### config.mk
export PLATFORM = sky130hd
export DESIGN_NAME = dds_serial_regs
export DESIGN_NICKNAME = d
export VERILOG_FILES = /design/src/rtl/dds_regs_pkg.sv /design/src/rtl/dds_in_sync.sv /design/src/rtl/dds_ser_fsm.sv /design/src/rtl/dds_reg_bank.sv /design/src/rtl/dds_serial_regs.sv
export SDC_FILE = /design/constraint.sdc
export NUM_CORES = 1
export LEC_CHECK = 0
export ABC_AREA = 1
export BUFFER_PORTS_ARGS = -buffer_cell sky130_fd_sc_hd__buf_2
export CORE_MARGIN = 1
export CORE_UTILIZATION = 50
export DETAILED_ROUTE_END_ITERATION = 16
export GPL_TIMING_DRIVEN = 0
export PLACE_DENSITY = 0.75
export SYNTH_ARGS = -nofsm -noshare
export SYNTH_HDL_FRONTEND = slang
export SYNTH_HIERARCHICAL = 1
export SYNTH_SLANG_ARGS = --single-unit
### constraint.sdc
create_clock -name clk_i -period 2.7 [get_ports clk_i]
set_input_delay 0.135 -clock clk_i [delete_from_list [all_inputs] [get_ports clk_i]]
set_output_delay 0.135 -clock clk_i [all_outputs]
set_load 0.03 [all_outputs]
### src/rtl/dds_regs_pkg.sv
package dds_regs_pkg;

    localparam int NREG = 11;
    localparam int MAXB = 5;
    localparam int MAXW = MAXB * 8;
    localparam int AW   = 5;
    localparam int BCW  = $clog2(MAXB + 1);

    typedef enum logic [1:0] {
        PH_INST = 2'd0,
        PH_WR   = 2'd1,
        PH_RD   = 2'd2,
        PH_SKIP = 2'd3
    } phase_e;

    typedef logic [NREG-1:0][MAXW-1:0] bank_t;

    function automatic logic [BCW-1:0] reg_bytes(input logic [AW-1:0] a);
        logic [BCW-1:0] n;
        case (a)
            5'd0, 5'd4, 5'd6:             n = BCW'(4);
            5'd1:                         n = BCW'(3);
            5'd2, 5'd5:                   n = BCW'(2);
            5'd3:                         n = BCW'(1);
            5'd7, 5'd8, 5'd9, 5'd10:      n = BCW'(5);
            default:                      n = '0;
        endcase
        return n;
    endfunction

endpackage

### src/rtl/dds_in_sync.sv
module dds_in_sync #(
    parameter int       W       = 4,
    parameter int       STAGES  = 2,
    parameter logic [W-1:0] RST_VAL = '0
) (
    input  logic         clk_i,
    input  logic         rst_ni,
    input  logic [W-1:0] async_i,
    output logic [W-1:0] sync_o
);

    logic [STAGES-1:0][W-1:0] chain_q;
    logic [STAGES-1:0][W-1:0] chain_d;

    always_comb begin
        chain_d[0] = async_i;
        for (int i = 1; i < STAGES; i++) begin
            chain_d[i] = chain_q[i-1];
        end
    end

    always_ff @(posedge clk_i or negedge rst_ni) begin
        if (!rst_ni) begin
            for (int i = 0; i < STAGES; i++) begin
                chain_q[i] <= RST_VAL;
            end
        end else begin
            chain_q <= chain_d;
        end
    end

    assign sync_o = chain_q[STAGES-1];

endmodule

### src/rtl/dds_ser_fsm.sv
module dds_ser_fsm
    import dds_regs_pkg::*;
(
    input  logic            clk_i,
    input  logic            rst_ni,
    input  logic            cs_off_i,
    input  logic            rise_i,
    input  logic            sdi_i,
    input  logic [MAXW-1:0] rd_word_i,
    output logic [AW-1:0]   rd_addr_o,
    output logic            wr_o,
    output logic [AW-1:0]   wr_addr_o,
    output logic [MAXW-1:0] wr_data_o,
    output logic            sdo_o
);

    typedef struct packed {
        phase_e          ph;
        logic [2:0]      bitc;
        logic [BCW-1:0]  left;
        logic [7:0]      inst;
        logic [MAXW-1:0] sh;
        logic [AW-1:0]   addr;
        logic            wr;
    } ser_t;

    ser_t q, d;
    logic [7:0]     inst_nx;
    logic [BCW-1:0] nb;
    logic [5:0]     lsh;

    assign inst_nx   = {q.inst[6:0], sdi_i};
    assign rd_addr_o = inst_nx[AW-1:0];

    always_comb begin
        d    = q;
        d.wr = 1'b0;
        nb   = reg_bytes(inst_nx[AW-1:0]);
        lsh  = 6'((MAXB - int'(nb)) * 8);
        if (cs_off_i) begin
            d.ph   = PH_INST;
            d.bitc = '0;
            d.left = '0;
            d.inst = '0;
        end else if (rise_i) begin
            d.bitc = q.bitc + 3'd1;
            case (q.ph)
                PH_INST: begin
                    d.inst = inst_nx;
                    if (q.bitc == 3'd7) begin
                        d.addr = inst_nx[AW-1:0];
                        d.left = nb - BCW'(1);
                        if (nb == '0) begin
                            d.ph = PH_SKIP;
                        end else if (inst_nx[7]) begin
                            d.ph = PH_RD;
                            d.sh = rd_word_i << lsh;
                        end else begin
                            d.ph = PH_WR;
                            d.sh = '0;
                        end
                    end
                end
                PH_WR, PH_RD: begin
                    d.sh = {q.sh[MAXW-2:0], (q.ph == PH_WR) ? sdi_i : 1'b0};
                    if (q.bitc == 3'd7) begin
                        if (q.left == '0) begin
                            d.ph = PH_INST;
                            d.wr = (q.ph == PH_WR);
                        end else begin
                            d.left = q.left - BCW'(1);
                        end
                    end
                end
                default: ;
            endcase
        end
    end

    always_ff @(posedge clk_i or negedge rst_ni) begin
        if (!rst_ni) begin
            q <= '{ph: PH_INST, default: '0};
        end else begin
            q <= d;
        end
    end

    assign wr_o      = q.wr;
    assign wr_addr_o = q.addr;
    assign wr_data_o = q.sh;
    assign sdo_o     = (q.ph == PH_RD) & q.sh[MAXW-1];

endmodule

### src/rtl/dds_reg_bank.sv
module dds_reg_bank
    import dds_regs_pkg::*;
#(
    parameter logic [MAXW-1:0] ADDR0_RST = 40'h00_0000_0040
) (
    input  logic            clk_i,
    input  logic            rst_ni,
    input  logic            wr_i,
    input  logic [AW-1:0]   wr_addr_i,
    input  logic [MAXW-1:0] wr_data_i,
    input  logic            upd_i,
    output bank_t           active_o
);

    typedef struct packed {
        bank_t hold;
        bank_t act;
    } bank_st_t;

    bank_st_t q, d;

    always_comb begin
        d = q;
        if (upd_i) begin
            d.act = q.hold;
        end
        if (wr_i) begin
            for (int i = 0; i < NREG; i++) begin
                if (wr_addr_i == AW'(i)) begin
                    d.hold[i] = wr_data_i;
                end
            end
        end
    end

    always_ff @(posedge clk_i or negedge rst_ni) begin
        if (!rst_ni) begin
            q        <= '0;
            q.act[0] <= ADDR0_RST;
        end else begin
            q <= d;
        end
    end

    assign active_o = q.act;

endmodule

### src/rtl/dds_serial_regs.sv
module dds_serial_regs
    import dds_regs_pkg::*;
#(
    parameter int              SYNC_STAGES = 2,
    parameter logic [MAXW-1:0] ADDR0_RST   = 40'h00_0000_0040
) (
    input  logic    clk_i,
    input  logic    rst_ni,
    input  logic    csn_i,
    input  logic    sclk_i,
    input  logic    sdi_i,
    input  logic    ioupd_i,
    output logic    sdo_o,
    output bank_t   active_o
);

    typedef struct packed {
        logic sclk_prev;
        logic upd_prev;
    } edge_t;

    logic [3:0]      pins_s;
    logic            csn_s, sclk_s, sdi_s, upd_s;
    edge_t           eq, ed;
    logic            sclk_rise, upd_pulse;
    logic [AW-1:0]   rd_addr;
    logic [MAXW-1:0] rd_word;
    logic            wr_en;
    logic [AW-1:0]   wr_addr;
    logic [MAXW-1:0] wr_data;

    dds_in_sync #(
        .W       (4),
        .STAGES  (SYNC_STAGES),
        .RST_VAL (4'b0001)
    ) u_sync (
        .clk_i   (clk_i),
        .rst_ni  (rst_ni),
        .async_i ({ioupd_i, sdi_i, sclk_i, csn_i}),
        .sync_o  (pins_s)
    );

    assign csn_s  = pins_s[0];
    assign sclk_s = pins_s[1];
    assign sdi_s  = pins_s[2];
    assign upd_s  = pins_s[3];

    always_comb begin
        ed.sclk_prev = sclk_s;
        ed.upd_prev  = upd_s;
    end

    always_ff @(posedge clk_i or negedge rst_ni) begin
        if (!rst_ni) begin
            eq <= '0;
        end else begin
            eq <= ed;
        end
    end

    assign sclk_rise = sclk_s & ~eq.sclk_prev;
    assign upd_pulse = upd_s & ~eq.upd_prev;

    always_comb begin
        rd_word = '0;
        for (int i = 0; i < NREG; i++) begin
            if (rd_addr == AW'(i)) begin
                rd_word = active_o[i];
            end
        end
    end

    dds_ser_fsm u_fsm (
        .clk_i     (clk_i),
        .rst_ni    (rst_ni),
        .cs_off_i  (csn_s),
        .rise_i    (sclk_rise),
        .sdi_i     (sdi_s),
        .rd_word_i (rd_word),
        .rd_addr_o (rd_addr),
        .wr_o      (wr_en),
        .wr_addr_o (wr_addr),
        .wr_data_o (wr_data),
        .sdo_o     (sdo_o)
    );

    dds_reg_bank #(
        .ADDR0_RST (ADDR0_RST)
    ) u_bank (
        .clk_i     (clk_i),
        .rst_ni    (rst_ni),
        .wr_i      (wr_en),
        .wr_addr_i (wr_addr),
        .wr_data_i (wr_data),
        .upd_i     (upd_pulse),
        .active_o  (active_o)
    );

endmodule

======== Word level (Yosys, flattened, before mapping) ========
Memories as Yosys holds them, arrays and structs flattened.
Index checks and enable logic that the tools add are counted.
operators by class
  add/subtract/negate cells ............... 4
  $mul .................................... 0
  divide/modulo/power cells ............... 0
  $lt $le $gt $ge ......................... 0
  eq/ne operators ......................... 29
  shift operators ......................... 1
  multiplexer cells ....................... 35
  bitwise logic cells ..................... 6
  reduce and logical (&&, ||, !) cells .... 26
operators by type and width
  kind                                                    count
  2-to-1 mux 40 bit                                       13
  one-hot mux 40 bit (2 select lines)                     1
  2-to-1 mux 62 bit                                       1
  2-to-1 mux 45 bit                                       1
  == test 5 x 3 -> 1 bit (second input constant)          8
  left shift 40 x 6 -> 40 bit                             1
  == test 5 x 4 -> 1 bit (second input constant)          6
  AND reduction 2 bit                                     12
  == test 5 x 2 -> 1 bit (second input constant)          4
  2-to-1 mux 16 bit                                       1
  AND reduction 5 bit                                     3
  2-to-1 mux 3 bit                                        4
  == test 5 x 1 -> 1 bit (second input constant)          2
  logical NOT 5 bit                                       2
  2-to-1 mux 2 bit                                        5
  inequality test 3 x 2 -> 1 bit (second input constant)  3
  2-to-1 mux 8 bit                                        1
  logical NOT 3 bit                                       2
  one-hot mux 3 bit (2 select lines)                      1
  nonzero test 2 bit                                      3
  subtractor 3 x 1 -> 3 bit (second input constant)       2
  2-to-1 mux 1 bit                                        5
  2-to-1 mux 5 bit                                        1
  one-hot mux 2 bit (2 select lines)                      1
  14 further kinds                                        18
word-level totals
  flip-flop bits (word level) ............. 951
  latch bits .............................. 0
  memory bits (writable) .................. 0
  bits in read-only memories .............. 48
  input bits .............................. 6
  output and inout port bits .............. 441
  memories ................................ 1
memory list
  name              depth  bits a word  read ports  clocked after Yosys merged registers in  write ports  RTL line            text
  (name not given)  16     3            1           0                                        0            dds_regs_pkg.sv:20  case (a)

======== Depth between registers and ports, before layout ========
  depth after elaboration ................. 19
  depth in mapped cells ................... 18
  mapped depth without buffers ............ 16

======== Cells and area by module ========
Netlist, hierarchy kept.
by module, submodules not included
  module           times used  cells each  area each (µm²)  sequential area each (µm²)
  dds_reg_bank     1           3,344       37,348.3         22,022.4
  dds_ser_fsm      1           678         4,556.9          1,526.5
  dds_serial_regs  1           820         3,722.3          50.0
  dds_in_sync      1           8           202.7            202.7

======== Worst setup path after synthesis ========
OpenSTA, ideal clock, no wires.
  path kind ............................... register to register
  from .................................... register u_sync.chain_q, in the netlist u_sync/sync_o[2]
  to ...................................... register u_fsm.q, in the netlist u_fsm/wr_data_o[16]
  library setup time ...................... 116 ps
  data arrival time ....................... 1,923 ps
  required time ........................... 2,584 ps
  slack ................................... 660 ps
  cell stages (with the launch flop) ...... 19
  path buffers ............................ 2
  period minus slack after synthesis ...... 2,040 ps
  path through ............................ dfrtp_1 > buf_4 > nand2_1 > inv_1 > nand3_1 > buf_1 > nor2_1 > nor2_1 > nand4_1 > nor2_1 > nand4_1 > inv_1 > nand3_1 > nand2_1 > nand2_1 > nand3_1 > nand2_1 > nand2_1 > nand2_1
on the way
  longest elaborated chain between the ends .. 17
  elaborated cells between the ends (all ways) .. 33
  classes of those cells .................. add/sub (1); eq/ne (11); shift (1); mux (16); reduce/logical (3); memory (1)
RTL lines
  item                                   RTL line               text
  from (decl)                            dds_in_sync.sv:12      logic [STAGES-1:0][W-1:0] chain_q;
  from (signal assigned)                 dds_in_sync.sv:28      chain_q <= chain_d;
  logical NOT 5 bit                      dds_serial_regs.sv:67  if (rd_addr == AW'(i)) begin
  2-to-1 mux 40 bit (10 in series)       dds_serial_regs.sv:67
  2-to-1 mux 40 bit *                    dds_serial_regs.sv:67
  named net rd_word[16]                  dds_serial_regs.sv:27  logic [MAXW-1:0] rd_word;
  left shift 40 x 6 -> 40 bit *          dds_ser_fsm.sv:57      d.sh = rd_word_i << lsh;
  2-to-1 mux 40 bit *                    dds_ser_fsm.sv:55      end else if (inst_nx[7]) begin
  2-to-1 mux 40 bit *                    dds_ser_fsm.sv:53      if (nb == '0) begin
  2-to-1 mux 45 bit *                    dds_ser_fsm.sv:50      if (q.bitc == 3'd7) begin
  one-hot mux 40 bit (2 select lines) *  dds_ser_fsm.sv:47      case (q.ph)
  to (signal assigned)                   dds_ser_fsm.sv:82      q <= '{ph: PH_INST, default: '0};
  to (signal assigned)                   dds_ser_fsm.sv:84      q <= d;
  to (decl)                              dds_ser_fsm.sv:27      ser_t q, d;
Mark *: on every way through the listed nets, which the timed path passes. The rest lies on a longest branch. The select of a mux whose other input is x is not followed.
A chain may end at the register's enable or synchronous reset.

======== Worst setup path in the final report ========
  from .................................... register u_sync.chain_q, in the netlist u_sync/sync_o[2]
  to ...................................... register u_fsm.q, in the netlist u_fsm/wr_data_o[35]
The elaborated chain is that of the path after synthesis.

==> metrics.cfg <==
[outcome]
run_status=finished with violations
violations=setup timing

[logic_synthesis]
yosys_warnings=6
synth_cell_types=33
synth-async-reset-ratio_pct=100
synth_fa_ha_area_share_pct=0.273
synth_top_area_share_pct=51.8
netlist_top_cells_count=nand2_1 (1349), dfrtp_1 (948), nand3_1 (583)
yosys-top-cells-area=dfrtp_1 (52%), nand2_1 (11%), mux2_2 (11%)
synth_mux_area_share_pct=10.8
synth-seq-cells=951
avgSynthCellArea_um2=9.45
syn_inst=4850
synth_area_mm2=0.0458
synth_fp_nets=4866
yosys.area.top_type=dfrtp_1
synth_top_family_by_area=simple AND/OR/NAND/NOR gates
ys_seq_area_share_pct=51.9
yosysMostFrequentCell=nand2_1
synth_edf_count=0
synth-compound-area-share_pct=0.906
synthXorXnorAreaFrac_pct=0.0191
synth_top_flop_cell=dfrtp_1
synthSimpleGateAreaFrac_pct=22.6

[routing]
vias=37800
post_drt_wl_per_cell_um=23.9
ant_nets=0
dr.first_iter.drc_count=4558
vias_per_cell=5.63
drc=0
wl_mm=161
drt_pass1_iterations=6

[place]
port_buffers=446
place_area_mm2=0.0498
dp_hpwl_mm=119
place.gp.congestion=0.969

[setup_path]
cpPeakStageDelay_ns=0.51
worstSetupStartpointType=flop
critPathLaunch=u_sync/sync_o[2]
worstSetupPathType=flop to flop
rr_startpoint=u_sync/sync_o[2]
cp_data_arrival_time_ns=3.40
path_buf_inv=3
worstPathRequired_ns=3.27
path_delay_family=simple AND/OR/NAND/NOR gates
reg2reg_to=u_fsm/wr_data_o[35]
worstSetupEndpointType=flop
crit_chain=nor2_4, clkbuf_8, nand4_1, nand3_2, nor2_4, nand4_1, nor2_2, nand4_1, buf_4, inv_1, nor2_4, nand2_1, nand2_1, nand2_2, a21oi_2
cp_max_fo=8
slowest_stage=dfrtp_2
reg2reg_depth=15
reg2reg_slack_ns=-0.13

[global_routing]
grt_pass1_wl_mm=235
grt_pass1_vias=36300
grt.overflow.total=0
antenna_found_initial=5
grt_use_total_pct=34.2
grt_max_degree=127

[clock_tree]
cts_tree=built
clkSinkCount=951
clk_latency_ns=0.67
cts_inserted_buffers=98
path_clk_slew_ns=0.06
cts_max_path_buffers=3
cts-htree-levels=3
cts_root_buffer=clkbuf_16

[pwr]
powerDensity_mw_per_mm2=544
vdd_drop_max_v=0.000500
p_leak_nw=30.6

[floorplan]
boundaryPins=447
rows=110
die_area_mm2=0.0929
start_util_pct=50.7
core_region_area_mm2=0.0904
die_h_um=305
fp.dieW_um=305

[final_layout]
design_area_mm2=0.0547
final_layout_size_suffix_gt1_share_pct=37.4
fillers=7642
syn2layout_area_growth_pct=19.3
fin_nets=5474

[timing]
grt_setup_unrepaired=yes
setup_tns_ns=-1.23
fmax_mhz=353
post-route-min-period_ns=2.83
skew_ns=0.0358
worst_slew_pin_slew_ns=1.37
maxSlewHeadroom_pct=8.95
min_period_over_period_pct=105
setup_viol=26
slew_violations=0
hold_viol_final=0
setup_ws_ns=-0.132

[hold_path]
hold_class=primary input to asynchronous set/reset pin

[flow_run]
max-cap-violations=0

## registers in the layout, indices dropped and copies added, names as in the netlist
| name | count |
|---|---|
| u_sync/sync_o | 4 |
| u_fsm/inst_nx | 3 |
| u_fsm/wr_addr_o | 5 |
| u_fsm/wr_data_o | 40 |
| u_fsm/q | 8 |
| u_fsm/wr_o | 1 |
| u_bank/q | 440 |
| u_bank/active_o | 440 |
| u_sync/chain_d | 4 |
| u_fsm/rd_addr_o | 4 |
| eq | 2 |
## placed cells by master (no fill, tap or decap), types with 9 or more instances in the layout
| cell | n |
|---|---|
| ha_1 | 10 |
| inv_1 | 173 |
| mux2_2 | 440 |
| nor2_1 | 107 |
| o22ai_1 | 9 |
| clkbuf_1 | 82 |
| buf_2 | 604 |
| buf_4 | 551 |
| nor2_4 | 43 |
| nand2_2 | 16 |
| clkbuf_8 | 33 |
| o21ai_1 | 9 |
| nand2_1 | 1337 |
| clkbuf_16 | 104 |
| nand4_1 | 201 |
| clkinv_2 | 14 |
| buf_16 | 9 |
| buf_6 | 57 |
| nand3_2 | 50 |
| a22oi_1 | 14 |
| dfrtp_1 | 945 |
| nor2_2 | 59 |
| nand3_1 | 536 |
| o21ai_0 | 27 |
| buf_12 | 9 |
| inv_2 | 14 |
| nand3_4 | 11 |
## per-layer routing
metal | up-vias | global-route usage, % | part of all wire (%)
met5 | - | 0 | 0.012
met4 | 4 | 16.1 | 5.4
met3 | 441 | 7.29 | 9.5
met2 | 2012 | 53.0 | 45
met1 | 18700 | 45.9 | 40
li1 | 16600 | - | -
## area by class of cell
cell class              instances  area (µm²)  share of cell area, %
flip-flops and latches        951       23800                   43.5
diodes                          3        7.51                 0.0137
multi-input cells            2889       16600                   30.3
plain buffers                 816        5800                   10.6
inverters                     190         731                   1.34
well taps                    1176        1470                   2.69
clock inverters                29         289                  0.528
clock buffers                 146        2900                   5.31
repair buffers                512        3100                   5.66
## repair_timing
action / CTS / global route
setup buffers: 38 / 6
cloned: 7 / 3
pin swaps: 96 / 84
endpoints found under the setup margin: 40 / 39
endpoints found under the hold margin: 82 / 0
gates resized for setup: 274 / 95
hold buffers: 5 / 0
## stage by stage
step	total power, W	util, %	instances	setup slack [ns]	hold WS (ns)
3_5_place_dp	0.0163	55.0	6480	-1.31	0.184
3_3_place_gp	0.0163	54.8	6472	-18.87	0.241
4_1_cts	0.0298	60.1	6702	-0.0488	0.0951
6_report	0.0297	60.5	6712	-0.132	0.0723
5_1_grt	0.0306	60.5	6709	-0.150	0.109
2_1_floorplan	0.0155	-	4850	0.660	-0.161
## power by group
part / internal, W / total, W / switching, W
Clock: 0.00773 / 0.0135 / 0.00579
Combinational: 0.000472 / 0.00181 / 0.00134
Sequential: 0.0143 / 0.0144 / 0.0000708
Total: 0.0225 / 0.0297 / 0.00720
## kinds of logic after synthesis
| group | count (synthesis) |
|---|---|
| AO/OA/AOI/OAI | 72 |
| XOR/XNOR | 1 |
| adder cells (fa/ha/maj) | 10 |
| buffers and inverters | 1010 |
| flip-flops | 951 |
| multiplexers | 440 |
| AND/OR/NAND/NOR | 2366 |
## how the worst max path moves through the flow
stage,end,slack [ns],depth (start not counted)
after floorplan,u_fsm/wr_data_o[16],0.66,18
after global placement,u_bank/active_o[10],-18.87,1
after detailed placement,u_fsm/wr_data_o[33],-1.31,13
after CTS,u_fsm/wr_data_o[16],-0.05,16
after global routing,u_fsm/wr_data_o[35],-0.15,15
final,u_fsm/wr_data_o[35],-0.13,15
(Power assumes the default switching activity.)
